$ cat src/rtl/dram_rfsh_pkg.sv
package dram_rfsh_pkg;

    typedef enum logic [2:0] {
        RF_PAUSE,
        RF_WARM_REQ,
        RF_WARM_CYC,
        RF_READY,
        RF_REF_CYC
    } rf_state_e;

    typedef enum logic [1:0] {
        PH_IDLE,
        PH_CAS_LEAD,
        PH_STROBE,
        PH_PRECHARGE
    } cbr_phase_e;

endpackage

$ cat src/rtl/rfsh_cycle_timer.sv
// Free-running modulo counter that is held at zero while disabled and
// pulses tick in the last cycle of each LIMIT-cycle period.
module rfsh_cycle_timer #(
    parameter int unsigned LIMIT = 16,
    localparam int unsigned W = $clog2(LIMIT + 1)
) (
    input  logic clk,
    input  logic rst_n,
    input  logic en,
    output logic tick
);

    localparam logic [W-1:0] LAST = W'(LIMIT - 1);

    logic [W-1:0] cnt_q;

    always_ff @(posedge clk or negedge rst_n) begin
        if (!rst_n) begin
            cnt_q <= '0;
        end else if (!en || cnt_q == LAST) begin
            cnt_q <= '0;
        end else begin
            cnt_q <= cnt_q + 1'b1;
        end
    end

    assign tick = en && (cnt_q == LAST);

endmodule

$ cat src/rtl/rfsh_backlog_counter.sv
// Saturating count of refresh intervals not yet served.
module rfsh_backlog_counter #(
    parameter int unsigned MAX_PEND = 8,
    localparam int unsigned CW = $clog2(MAX_PEND + 1)
) (
    input  logic          clk,
    input  logic          rst_n,
    input  logic          clr,
    input  logic          inc,
    input  logic          dec,
    output logic [CW-1:0] count,
    output logic          pending
);

    localparam logic [CW-1:0] FULL = CW'(MAX_PEND);

    logic [CW-1:0] cnt_q;
    logic [CW-1:0] cnt_d;

    always_comb begin
        cnt_d = cnt_q;
        if (clr) begin
            cnt_d = '0;
        end else if (inc && !dec) begin
            if (cnt_q != FULL) begin
                cnt_d = cnt_q + 1'b1;
            end
        end else if (dec && !inc) begin
            if (cnt_q != '0) begin
                cnt_d = cnt_q - 1'b1;
            end
        end
    end

    always_ff @(posedge clk or negedge rst_n) begin
        if (!rst_n) begin
            cnt_q <= '0;
        end else begin
            cnt_q <= cnt_d;
        end
    end

    assign count   = cnt_q;
    assign pending = (cnt_q != '0);

endmodule

$ cat src/rtl/rfsh_cbr_engine.sv
// Generates one CAS-before-RAS strobe sequence per start pulse:
// CAS lead, joint strobe, then precharge with both strobes released.
module rfsh_cbr_engine
    import dram_rfsh_pkg::*;
#(
    parameter int unsigned T_CSR = 1,
    parameter int unsigned T_RAS = 6,
    parameter int unsigned T_RP  = 5,
    localparam int unsigned TMAX = (T_RAS > T_RP) ? ((T_RAS > T_CSR) ? T_RAS : T_CSR)
                                                  : ((T_RP  > T_CSR) ? T_RP  : T_CSR),
    localparam int unsigned CW   = $clog2(TMAX + 1)
) (
    input  logic clk,
    input  logic rst_n,
    input  logic start,
    output logic done,
    output logic ras_n,
    output logic cas_n
);

    localparam logic [CW-1:0] LEAD_LAST   = CW'(T_CSR - 1);
    localparam logic [CW-1:0] STROBE_LAST = CW'(T_RAS - 1);
    localparam logic [CW-1:0] PRE_LAST    = CW'(T_RP - 1);

    cbr_phase_e    phase_q, phase_d;
    logic [CW-1:0] cnt_q, cnt_d;

    always_comb begin
        phase_d = phase_q;
        cnt_d   = cnt_q;
        unique case (phase_q)
            PH_IDLE: begin
                if (start) begin
                    phase_d = PH_CAS_LEAD;
                    cnt_d   = LEAD_LAST;
                end
            end
            PH_CAS_LEAD: begin
                if (cnt_q == '0) begin
                    phase_d = PH_STROBE;
                    cnt_d   = STROBE_LAST;
                end else begin
                    cnt_d = cnt_q - 1'b1;
                end
            end
            PH_STROBE: begin
                if (cnt_q == '0) begin
                    phase_d = PH_PRECHARGE;
                    cnt_d   = PRE_LAST;
                end else begin
                    cnt_d = cnt_q - 1'b1;
                end
            end
            PH_PRECHARGE: begin
                if (cnt_q == '0) begin
                    phase_d = PH_IDLE;
                end else begin
                    cnt_d = cnt_q - 1'b1;
                end
            end
            default: begin
                phase_d = PH_IDLE;
                cnt_d   = '0;
            end
        endcase
    end

    always_ff @(posedge clk or negedge rst_n) begin
        if (!rst_n) begin
            phase_q <= PH_IDLE;
            cnt_q   <= '0;
        end else begin
            phase_q <= phase_d;
            cnt_q   <= cnt_d;
        end
    end

    always_comb begin
        cas_n = !((phase_q == PH_CAS_LEAD) || (phase_q == PH_STROBE));
        ras_n = !(phase_q == PH_STROBE);
        done  = (phase_q == PH_PRECHARGE) && (cnt_q == '0);
    end

endmodule

$ cat src/rtl/dram_refresh_sched.sv
module dram_refresh_sched
    import dram_rfsh_pkg::*;
#(
    parameter int unsigned PAUSE_CYC        = 20000,
    parameter int unsigned WARM_CYCLES      = 8,
    parameter int unsigned REF_INTERVAL_CYC = 1600,
    parameter int unsigned IDLE_LIMIT_CYC   = 1640000,
    parameter int unsigned MAX_BACKLOG      = 8,
    parameter int unsigned T_CSR            = 1,
    parameter int unsigned T_RAS            = 6,
    parameter int unsigned T_RP             = 5,
    localparam int unsigned WW              = $clog2(WARM_CYCLES + 1),
    localparam int unsigned BW              = $clog2(MAX_BACKLOG + 1)
) (
    input  logic clk,
    input  logic rst_n,
    input  logic gnt,
    input  logic host_ras_act,
    output logic req,
    output logic ras_n,
    output logic cas_n,
    output logic init_done
);

    localparam logic [WW-1:0] WARM_LAST = WW'(WARM_CYCLES - 1);

    rf_state_e     state_q, state_d;
    logic [WW-1:0] warm_q;

    logic          pause_tick;
    logic          ref_tick;
    logic          idle_exp;
    logic          cyc_done;
    logic          eng_start;
    logic          ref_start;
    logic          backlog_nz;
    logic [BW-1:0] backlog;
    logic          strobe_ras_n;
    logic          warm_last;

    rfsh_cycle_timer #(.LIMIT(PAUSE_CYC)) u_pause_timer (
        .clk   (clk),
        .rst_n (rst_n),
        .en    (state_q == RF_PAUSE),
        .tick  (pause_tick)
    );

    rfsh_cycle_timer #(.LIMIT(REF_INTERVAL_CYC)) u_interval_timer (
        .clk   (clk),
        .rst_n (rst_n),
        .en    (init_done),
        .tick  (ref_tick)
    );

    rfsh_cycle_timer #(.LIMIT(IDLE_LIMIT_CYC)) u_idle_timer (
        .clk   (clk),
        .rst_n (rst_n),
        .en    (init_done && strobe_ras_n && !host_ras_act),
        .tick  (idle_exp)
    );

    rfsh_backlog_counter #(.MAX_PEND(MAX_BACKLOG)) u_backlog (
        .clk     (clk),
        .rst_n   (rst_n),
        .clr     (!init_done),
        .inc     (ref_tick),
        .dec     (ref_start),
        .count   (backlog),
        .pending (backlog_nz)
    );

    rfsh_cbr_engine #(
        .T_CSR (T_CSR),
        .T_RAS (T_RAS),
        .T_RP  (T_RP)
    ) u_engine (
        .clk   (clk),
        .rst_n (rst_n),
        .start (eng_start),
        .done  (cyc_done),
        .ras_n (strobe_ras_n),
        .cas_n (cas_n)
    );

    assign ras_n     = strobe_ras_n;
    assign warm_last = (warm_q == WARM_LAST);

    // Next-state logic
    always_comb begin
        state_d = state_q;
        unique case (state_q)
            RF_PAUSE: begin
                if (pause_tick) state_d = RF_WARM_REQ;
            end
            RF_WARM_REQ: begin
                if (gnt) state_d = RF_WARM_CYC;
            end
            RF_WARM_CYC: begin
                if (cyc_done) state_d = warm_last ? RF_READY : RF_WARM_REQ;
            end
            RF_READY: begin
                if (idle_exp)                state_d = RF_WARM_REQ;
                else if (backlog_nz && gnt)  state_d = RF_REF_CYC;
            end
            RF_REF_CYC: begin
                if (cyc_done) state_d = RF_READY;
            end
            default: state_d = RF_PAUSE;
        endcase
    end

    // State register and warm-up counter
    always_ff @(posedge clk or negedge rst_n) begin
        if (!rst_n) begin
            state_q <= RF_PAUSE;
            warm_q  <= '0;
        end else begin
            state_q <= state_d;
            if (state_q == RF_WARM_CYC && cyc_done) begin
                warm_q <= warm_last ? '0 : warm_q + 1'b1;
            end
        end
    end

    // Outputs
    always_comb begin
        init_done = 1'b0;
        req       = 1'b0;
        eng_start = 1'b0;
        ref_start = 1'b0;
        unique case (state_q)
            RF_PAUSE: begin
            end
            RF_WARM_REQ: begin
                req       = 1'b1;
                eng_start = gnt;
            end
            RF_WARM_CYC: begin
                req = 1'b1;
            end
            RF_READY: begin
                init_done = 1'b1;
                req       = backlog_nz;
                ref_start = backlog_nz && gnt && !idle_exp;
                eng_start = ref_start;
            end
            RF_REF_CYC: begin
                init_done = 1'b1;
                req       = 1'b1;
            end
            default: begin
            end
        endcase
    end

endmodule

$ cat config.mk
export PLATFORM = sky130hd
export DESIGN_NAME = dram_refresh_sched
export DESIGN_NICKNAME = d
export VERILOG_FILES = /design/src/rtl/dram_rfsh_pkg.sv /design/src/rtl/rfsh_cycle_timer.sv /design/src/rtl/rfsh_backlog_counter.sv /design/src/rtl/rfsh_cbr_engine.sv /design/src/rtl/dram_refresh_sched.sv
export SDC_FILE = /design/constraint.sdc
export NUM_CORES = 1
export LEC_CHECK = 0
export BUFFER_PORTS_ARGS = -buffer_cell sky130_fd_sc_hd__buf_2
export CAP_MARGIN = 20
export CORE_AREA = 5 5 113 115
export CTS_CLUSTER_DIAMETER = 50
export DETAILED_ROUTE_END_ITERATION = 16
export DIE_AREA = 0 0 118 120
export PLACE_DENSITY = 0.55
export SYNTH_ARGS = -nofsm -noshare
export SYNTH_HDL_FRONTEND = slang
export SYNTH_SLANG_ARGS = --single-unit
$ cat constraint.sdc
create_clock -name clk -period 5.42 [get_ports clk]
set_input_delay 1.355 -clock clk [delete_from_list [all_inputs] [get_ports clk]]
set_output_delay 1.355 -clock clk [all_outputs]
set_load 0.005 [all_outputs]
==> metrics.md, run 1 <==
| Metric | Value |
|---|---|
| Outcome | `complete, no violations` |
| Top cells by area, synth | `dfrtp_1 46%, nor2_1 7.8%, xnor2_1 5.7%` |
| FMAX | `approximately 300 MHz` |
| Fin nets | `between 300 and 400` |
| Initial antenna violation count | `0` |
| Number of synthesized flops with an enable pin | `0` |
| Cells on worst reg2reg path | `11` |
| N_diodes | `0` |
| Post-cts sizing count | `0` |
| Cell area power density | `~280 nW/um^2` |
| Reg-to-reg startpoint | `u_idle_timer.cnt_q[8]` |
| Syn nets | `between 300 and 400` |
| Clock buffer depth | `2` |
| First-pass GRT wire length | `~12 mm` |
| Crit path required time | `5.65 ns` |
| Final hold violation count | `0` |
| Worst hold start | `u_idle_timer.cnt_q[0]` |
| Final setup fails | `0` |
| Initial DRC Count | `approximately 130` |
| Clock Latency Late Sink | `roughly 0.32 ns` |
| Kind of critical path | `primary input to flop` |
| Core area | `11,710 um^2` |
| Largest area contributor in the netlist | `dfrtp_1` |
| Vias | `between 2,000 and 3,000` |
| Yosys cell types | `between 50 and 60` |
| CTS Sinks | `63` |
| Min Clock Period, post-route | `3.336 ns` |
| Total Wirelength | `6.649 mm` |
| Placed wire-length estimate | `roughly 4.7 mm` |
| Layout cells sized above 1 | `about 9.2%` |
| Critical path, cell by cell | `buf_2 > o41a_1 > nand2_1 > nand3_1 > ha_1 > a21o_1 > a21oi_1 > nor3_1 > a22o_1 > a211oi_1` |
| Slowest cell on the critical path | `o41a_1` |
| Clock root buffer | `clkbuf_16` |
| Peak supply drop | `between 150 and 200 uV` |
| Gate Count Post-Synth | `around 360` |
| Crit end category | `flop` |
| Post-synth top area share | `46.36%` |
| Vias per inst | `roughly 4.8` |
| RePlAce Congestion | `roughly 0.83` |
| RSZ-0062 raised after global routing | `false` |
| Hold Path Class | `flop to flop` |
| WP buf/inv | `1` |
| Ys Warns | `0` |
| H-Tree Level Count | `3` |
| Area Overhead vs Synth | `15.64%` |
| Total Power | `between 0.001 and 0.0015 W` |
| Ports | `8` |
| Flop-to-flop setup slack | `approximately 2.2 ns` |
| CP startpoint kind | `primary input` |
| Clk slew on worst S/H paths | `roughly 0.06 ns` |
| Async set-reset flop share out of synthesis | `100.0%` |
| Worst Hold Path Cells | `1` |
| Setup Skew | `~0.0036 ns` |
| Max-slew headroom | `45.68%` |
| PortBufs | `7` |
| Site Rows | `40` |
| R2r endpoint | `u_backlog.count[3]` |
| Die X | `around 120 um` |
| Initial DRT Pass Iterations | `4` |
| CTS tree | `built` |
| Worst Tran Pin Value | `0.8149 ns` |
| Critical path fanouts, max | `4` |
| Post-CTS setup buffers | `0` |
| Die Y | `between 100 and 150 um` |
| CTS Hold Bufs | `0` |
| Die area | `14,160 um^2` |
| Vias in the first global route | `between 2,000 and 3,000` |
| Cell leakage power | `1.613 nW` |
| Total CTS buffers | `9` |
| Final Max Tran Viols | `0` |
| Hold Path Sink | `u_idle_timer.cnt_q[0]` |
| Most common cell in the netlist | `nor2_1` |
| Grt ovf | `0` |
| GRT Util Overall | `about a tenth` |
| Largest net degree at the start of global routing | `64` |
| Residual DRC count | `0` |
| Initial core utilization | `29.04%` |
| CP top delay family | `compound AO/OA/AOI/OAI gates` |
| Final setup TNS | `0 ns` |
| Top_reg_cell synth | `dfrtp_1` |
| Yosys reg bits | `63` |
| Max cap viols | `0` |
| Delay of the slowest critical-path stage | `a little under 0.5 ns` |
| List of most frequent post-synthesis cells | `71 x nor2_1, 63 x dfrtp_1, 29 x nand2_1` |
| DR WL/cell | `between 10 and 15 um` |
| DRT antenna net count | `0` |
| Period utilisation layout | `roughly three fifths` |
| Register area share after synthesis | `46.36%` |
| Synth Cell Area | `approximately 3400 um^2` |
| Avg Cell Area, Syn | `between 9 and 10 um^2` |
| CP Data Arrival Time | `3.57 ns` |
## cell families after synthesis
kind of cell | Yosys count | share of synthesized area [%]
simple gates | 171 | 23.91
flops | 63 | 46.36
xor+xnor | 42 | 10.82
compound gates | 39 | 8.977
buf+inv | 27 | 3.053
fa+ha+maj | 15 | 5.666
mux | 4 | 1.214
## through the flow
| step | util, % | setup slack, ns | instances | instance area (um^2) | hold slack, ns |
|---|---|---|---|---|---|
| floorplan | - | 2.125 | 361 | 3401 | 0.4329 |
| global placement | 30.76 | 1.903 | 510 | 3602 | 0.4516 |
| detailed placement | 30.76 | 1.755 | 510 | 3602 | 0.4699 |
| CTS | 33.52 | 2.123 | 526 | 3925 | 0.4773 |
| global route | 33.58 | 1.930 | 527 | 3933 | 0.5202 |
| finish | 33.58 | 2.084 | 527 | 3933 | 0.4710 |
## how the worst max path moves through the flow
stage                 start                 end  slack (ns)  depth (start not counted)
5_1_grt        host_ras_act  u_backlog.count[3]        1.93                         10
3_5_place_dp   host_ras_act  u_backlog.count[3]        1.75                         10
2_1_floorplan  host_ras_act  u_backlog.count[3]        2.12                          9
4_1_cts        host_ras_act  u_backlog.count[3]        2.12                         10
3_3_place_gp   host_ras_act  u_backlog.count[3]        1.90                         10
6_report       host_ras_act  u_backlog.count[3]        2.08                         10
## cell type report
| type | instances | area, um^2 |
|---|---|---|
| fillers | 1216 | 7779 |
| multi-input cells | 271 | 1720 |
| flip-flops and latches | 63 | 1577 |
| clock buffers | 9 | 225.2 |
| well taps | 147 | 183.9 |
| clock inverters | 7 | 97.59 |
| inverters | 21 | 78.83 |
| repair buffers | 9 | 50.05 |
## state kept, by name, indices dropped and copies added (netlist names)
name                    cells
u_interval_timer.cnt_q     11
u_backlog.count             4
u_engine.phase_q            2
u_idle_timer.cnt_q         21
warm_q                      4
state_q                     3
u_pause_timer.cnt_q        15
u_engine.cnt_q              3
## metal layers
| metal | vias to the layer above | wire [um] | GRT usage, % |
|---|---|---|---|
| met5 | - | 0 | 0 |
| met1 | 1252 | 3110 | 12.11 |
| met3 | 11 | 207 | 2.168 |
| met2 | 36 | 3213 | 16.37 |
| met4 | 0 | 117 | 3.513 |
| li1 | 1256 | - | - |
## where the power goes
group	switching (W)	internal, W
Sequential	0	0.000471
Clock	0.000216	0.000403
Combinational	0.0000104	0.00000140
## placed cells by master, fill, tap and decap left out, types with 3 or more instances in the layout
| master | instances |
|---|---|
| o21ai_0 | 8 |
| xnor2_1 | 22 |
| buf_2 | 7 |
| nand3_1 | 19 |
| nor3_2 | 3 |
| a21o_1 | 3 |
| nand4_1 | 8 |
| ha_1 | 13 |
| and3_1 | 6 |
| nand2_1 | 29 |
| clkbuf_16 | 9 |
| xor2_1 | 20 |
| a21oi_1 | 3 |
| nor3_1 | 16 |
| mux2i_1 | 3 |
| nor2_1 | 71 |
| or3_1 | 3 |
| dfrtp_1 | 63 |
| inv_1 | 20 |
(Power assumes the default switching activity.)
==> run 2: changes to the inputs <==
--- a/config.mk
+++ b/config.mk
@@ -5,13 +5,14 @@
 export SDC_FILE = /design/constraint.sdc
 export NUM_CORES = 1
 export LEC_CHECK = 0
+export ABC_AREA = 1
 export BUFFER_PORTS_ARGS = -buffer_cell sky130_fd_sc_hd__buf_2
 export CAP_MARGIN = 20
-export CORE_AREA = 5 5 113 115
+export CORE_AREA = 5 5 117 119
 export CTS_CLUSTER_DIAMETER = 50
 export DETAILED_ROUTE_END_ITERATION = 16
-export DIE_AREA = 0 0 118 120
-export PLACE_DENSITY = 0.55
+export DIE_AREA = 0 0 122 124
+export PLACE_DENSITY = 0.56
 export SYNTH_ARGS = -nofsm -noshare
 export SYNTH_HDL_FRONTEND = slang
 export SYNTH_SLANG_ARGS = --single-unit
==> constraint.sdc (replaced) <==
create_clock -name clk -period 2.97 [get_ports clk]
set_input_delay 0.7425 -clock clk [delete_from_list [all_inputs] [get_ports clk]]
set_output_delay 0.7425 -clock clk [all_outputs]
set_load 0.005 [all_outputs]
==> metrics.md, run 2 <==
| Metric | Value |
|---|---|
| XOR/XNOR share of the synthesized area | `2.642% (-8.2 points)` |
| Max cap viols | `0 (unchanged)` |
| Delay of the slowest critical-path stage | `0.39 ns (-0.10 ns)` |
| Largest net degree at the start of global routing | `64 (unchanged)` |
| CP Data Arrival Time | `2.92 ns (-0.65 ns)` |
| Critical path fanouts, max | `5 (+1)` |
| Total CTS buffers | `9 (unchanged)` |
| Residual DRC count | `0 (unchanged)` |
| Final hold violation count | `0 (unchanged)` |
| CTS Hold Bufs | `0 (unchanged)` |
| RePlAce Congestion | `0.8350 (+0.83%)` |
| Inst Count DP | `638 (+25%)` |
| RSZ-0062 raised after global routing | `false` |
| WP buf/inv | `3 (+2)` |
| Top_reg_cell synth | `dfrtp_1` |
| Commonest non-fill, non-tap cell in the layout | `nand2_1` |
| PortBufs | `7 (unchanged)` |
| First-pass GRT wire length | `13.04 mm (+13%)` |
| Cell area power density | `461.6 nW/um^2 (+65%)` |
| Async set-reset flop share out of synthesis | `100.0% (unchanged)` |
| Yosys reg bits | `63 (unchanged)` |
| Most common cell in the netlist | `nand2_1` |
| CTS Sinks | `63 (unchanged)` |
| Pre-CTS setup slack | `0.1867 ns (-1.568 ns)` |
| Largest area contributor in the netlist | `dfrtp_1` |
| Initial DRT Pass Iterations | `5 (+1)` |
| Max-slew headroom | `73.69% (+28 points)` |
| Core area | `12,470 um^2 (+6.4%)` |
| Clock buffer depth | `2 (unchanged)` |
| Cell leakage power | `1.821 nW (+13%)` |
| GRT Util Overall | `10.46% (+0.77 points)` |
| Max FFs per register | `21 (unchanged)` |
| Kind of critical path | `flop to flop` |
| Site Rows | `41 (+2.5%)` |
| Largest register by flop count | `u_idle_timer.cnt_q` |
| N_diodes | `0 (unchanged)` |
| Min Clock Period, post-route | `between 2 and 3 ns` |
| Final Max Tran Viols | `0 (unchanged)` |
| Worst Tran Pin Value | `0.3911 ns (-0.4238 ns)` |
| DRT antenna net count | `0 (unchanged)` |
| Outcome | `complete, no violations` |
| FMAX | `369.5 MHz` |
| Final setup fails | `0 (unchanged)` |
| Total Wirelength | `7.187 mm (+8.1%)` |
| Final critical-path setup slack | `0.2639 ns (-1.820 ns)` |
| Clock power share | `53.5% (-2.7 points)` |
| H-Tree Level Count | `3 (unchanged)` |
| DR WL/cell | `10.99 um (-13%)` |
| Top cells by area, synth | `dfrtp_1 43%, nand2_1 8.5%, inv_1 6.7%` |
| Die Y | `124 um (+3.3%)` |
| Critical path, cell by cell | `inv_1 > ha_1 > or2_2 > nor2_4 > nand3_4 > nand3_4 > nand2_2 > ha_1 > nand2_1 > nand2_1 > a21oi_1 > xnor2_1 > inv_1 > nand2_1 > nand2_1 > nand2_1 > inv_1 > nand2_1 > nand2_1` |
| CP startpoint kind | `flop` |
| Fin nets | `495 (+26%)` |
| Comb pwr share | `2.0% (+0.9 points)` |
| Ports | `8 (unchanged)` |
| Period utilisation layout | `about nine tenths` |
| Avg Cell Area, Syn | `7.963 um^2 (-15%)` |
| Int Pwr | `0.001526 W (+74%)` |
| Slowest cell on the critical path | `dfrtp_1` |
| Number of synthesized flops with an enable pin | `0 (unchanged)` |
| Compound-gate portion of the synthesized area | `9.777% (+0.80 points)` |
| Ys Warns | `0 (unchanged)` |
| CTS tree | `built` |
| Gate Count Post-Synth | `458 (+27%)` |
| Area Overhead vs Synth | `15.71% (about the same)` |
| Switching Fraction | `21.69% (+1.1 points)` |
| Peak supply drop | `284.0 uV (+76%)` |
| Area of the multi-input gates | `1803 um^2 (+4.8%)` |
| Final setup TNS | `0 ns (unchanged)` |
| Crit path required time | `3.18 ns (-2.47 ns)` |
| Initial antenna violation count | `0 (unchanged)` |
| Largest family of logic cells by synthesized area | `simple AND/OR/NAND/NOR gates` |
| Syn nets | `476 (+26%)` |
| Simple-Gate Fraction of Synth Area | `32.01% (+8.1 points)` |
| Clk slew on worst S/H paths | `0.06 ns (about the same)` |
| Register share of total power | `44.4% (+1.7 points)` |
| Synth Cell Area | `3647 um^2 (+7.2%)` |
| Register Area | `1577 um^2 (unchanged)` |
| Biggest regs | `u_idle_timer.cnt_q x21, u_pause_timer.cnt_q x15, u_interval_timer.cnt_q x11` |
| CP top delay family | `simple AND/OR/NAND/NOR gates` |
| Initial DRC Count | `162 (+27%)` |
| Hold Path Class | `primary input to asynchronous set/reset pin` |
| Crit path launch | `u_engine.phase_q[0]` |
| Crit end category | `flop` |
| Clock Latency Late Sink | `0.33 ns (about the same)` |
| Die area | `15,130 um^2 (+6.8%)` |
| Adder-cell area share of the yosys netlist | `5.009% (-0.66 points)` |
| Grt ovf | `0 (unchanged)` |
| Post-cts sizing count | `0 (unchanged)` |
| Die X | `122 um (+3.4%)` |
| Filler instances | `1,302 (+7.1%)` |
| Post-synth top area share | `43.22% (-3.1 points)` |
| Vias per inst | `4.472 (-7.7%)` |
| List of most frequent post-synthesis cells | `83 x nand2_1, 65 x inv_1, 63 x dfrtp_1` |
| Post-CTS setup buffers | `0 (unchanged)` |
| Vias in the first global route | `2,940 (+15%)` |
| Mux contribution to synthesized area | `0% (-1.2 points)` |
| Total net switching power | `0.0004226 W (+87%)` |
| Register area share after synthesis | `43.22% (-3.1 points)` |
| Yosys cell types | `39 (-26%)` |
| Most frequent cells in the layout | `83 x nand2_1, 65 x inv_1, 63 x dfrtp_1` |
| Setup Skew | `0.009336 ns (+0.005751 ns)` |
| Clock root buffer | `clkbuf_16` |
| Non-filler cells in the finished layout | `654 (+24%)` |
| Reg-to-reg startpoint | `u_engine.phase_q[0]` |
| Placed wire-length estimate | `5.224 mm (+12%)` |
| Vias | `2,925 (+14%)` |
| Layout cells sized above 1 | `11.83% (+2.6 points)` |
| Most frequent cell on the critical path | `nand2_1` |
| Initial core utilization | `29.26% (+0.22 points)` |
run 2: changes by cell type after synthesis, moves of 10 or more:
| cell | before | now |
|---|---|---|
| o21ai_0 | 8 | 23 |
| a21oi_1 | 3 | 27 |
| nor2_1 | 71 | 61 |
| nand2_1 | 29 | 83 |
| xnor2_1 | 22 | 5 |
| inv_1 | 20 | 65 |
| xor2_1 | 20 | 6 |
run 2: cell type report:
type,count,area share [%]
Multi-Input combinational cell,325,42.72
Timing Repair Buffer,10,1.660
Sequential cell,63,37.36
Clock inverter,6,1.690
Inverter,68,6.048
Clock buffer,10,5.425
Tap cell,172,5.099
run 2: cell families (layout without fill, tap and decap cells):
group                      count (synthesis)  in the layout
DFF                                       63             63
adders and majority gates                 14             14
and+or+nand+nor                          234            234
xor gates and xnor gates                  11             11
buffers and inverters                     70             94
AOI/OAI and AO/OA                         66             66
run 2: worst reg2reg max path: cells and delay by family (launching register included):
family / cells / cell delay (ns)
XOR/XNOR: 1 / 0.14
AND/OR/NAND/NOR: 12 / 1.19
AO/OA/AOI/OAI: 1 / 0.15
flip-flops: 1 / 0.39
adder cells (fa/ha/maj): 2 / 0.51
buffers and inverters: 3 / 0.22
run 2: metrics by stage:
step	hold WS (ns)	area (um^2)	utilization, %	total power [W]
floorplan	0.4251	3647	-	0.0008937
global placement	0.4395	3920	31.45	0.0009216
detailed placement	0.4494	3920	31.45	0.0009227
CTS	0.4542	4220	33.86	0.001973
global route	0.4660	4220	33.86	0.002018
finish	0.4147	4220	33.86	0.001948
run 2: final timing paths:
| path | slack (ns) | endpoint | cells after the start |
|---|---|---|---|
| max | 0.26 | u_backlog.count[3] | 19 |
| min | 0.41 | u_interval_timer.cnt_q[3] | 2 |
| max reg2reg | 0.26 | u_backlog.count[3] | 19 |
| min reg2reg | 0.45 | u_interval_timer.cnt_q[0] | 1 |
| max in group asynchronous | 2.24 | u_idle_timer.cnt_q[2] | 2 |
| min in group clk | 0.45 | u_interval_timer.cnt_q[0] | 1 |
run 2: routing by layer:
layer	global-route usage (%)	vias up	routed length, um
met5	0	-	0
met4	3.221	0	85
met3	2.044	11	151
met2	17.96	30	3324
met1	13.33	1348	3626
li1	-	1536	-
run 2: power groups by stage:
stage / registers, W / clock network [W] / logic, W
after global routing: 0.000865 / 0.00111 / 0.0000469
after floorplan: 0.000880 / 0 / 0.0000135
after CTS: 0.000865 / 0.00107 / 0.0000423
final: 0.000866 / 0.00104 / 0.0000397
after detailed placement: 0.000881 / 0 / 0.0000419
after global placement: 0.000881 / 0 / 0.0000410
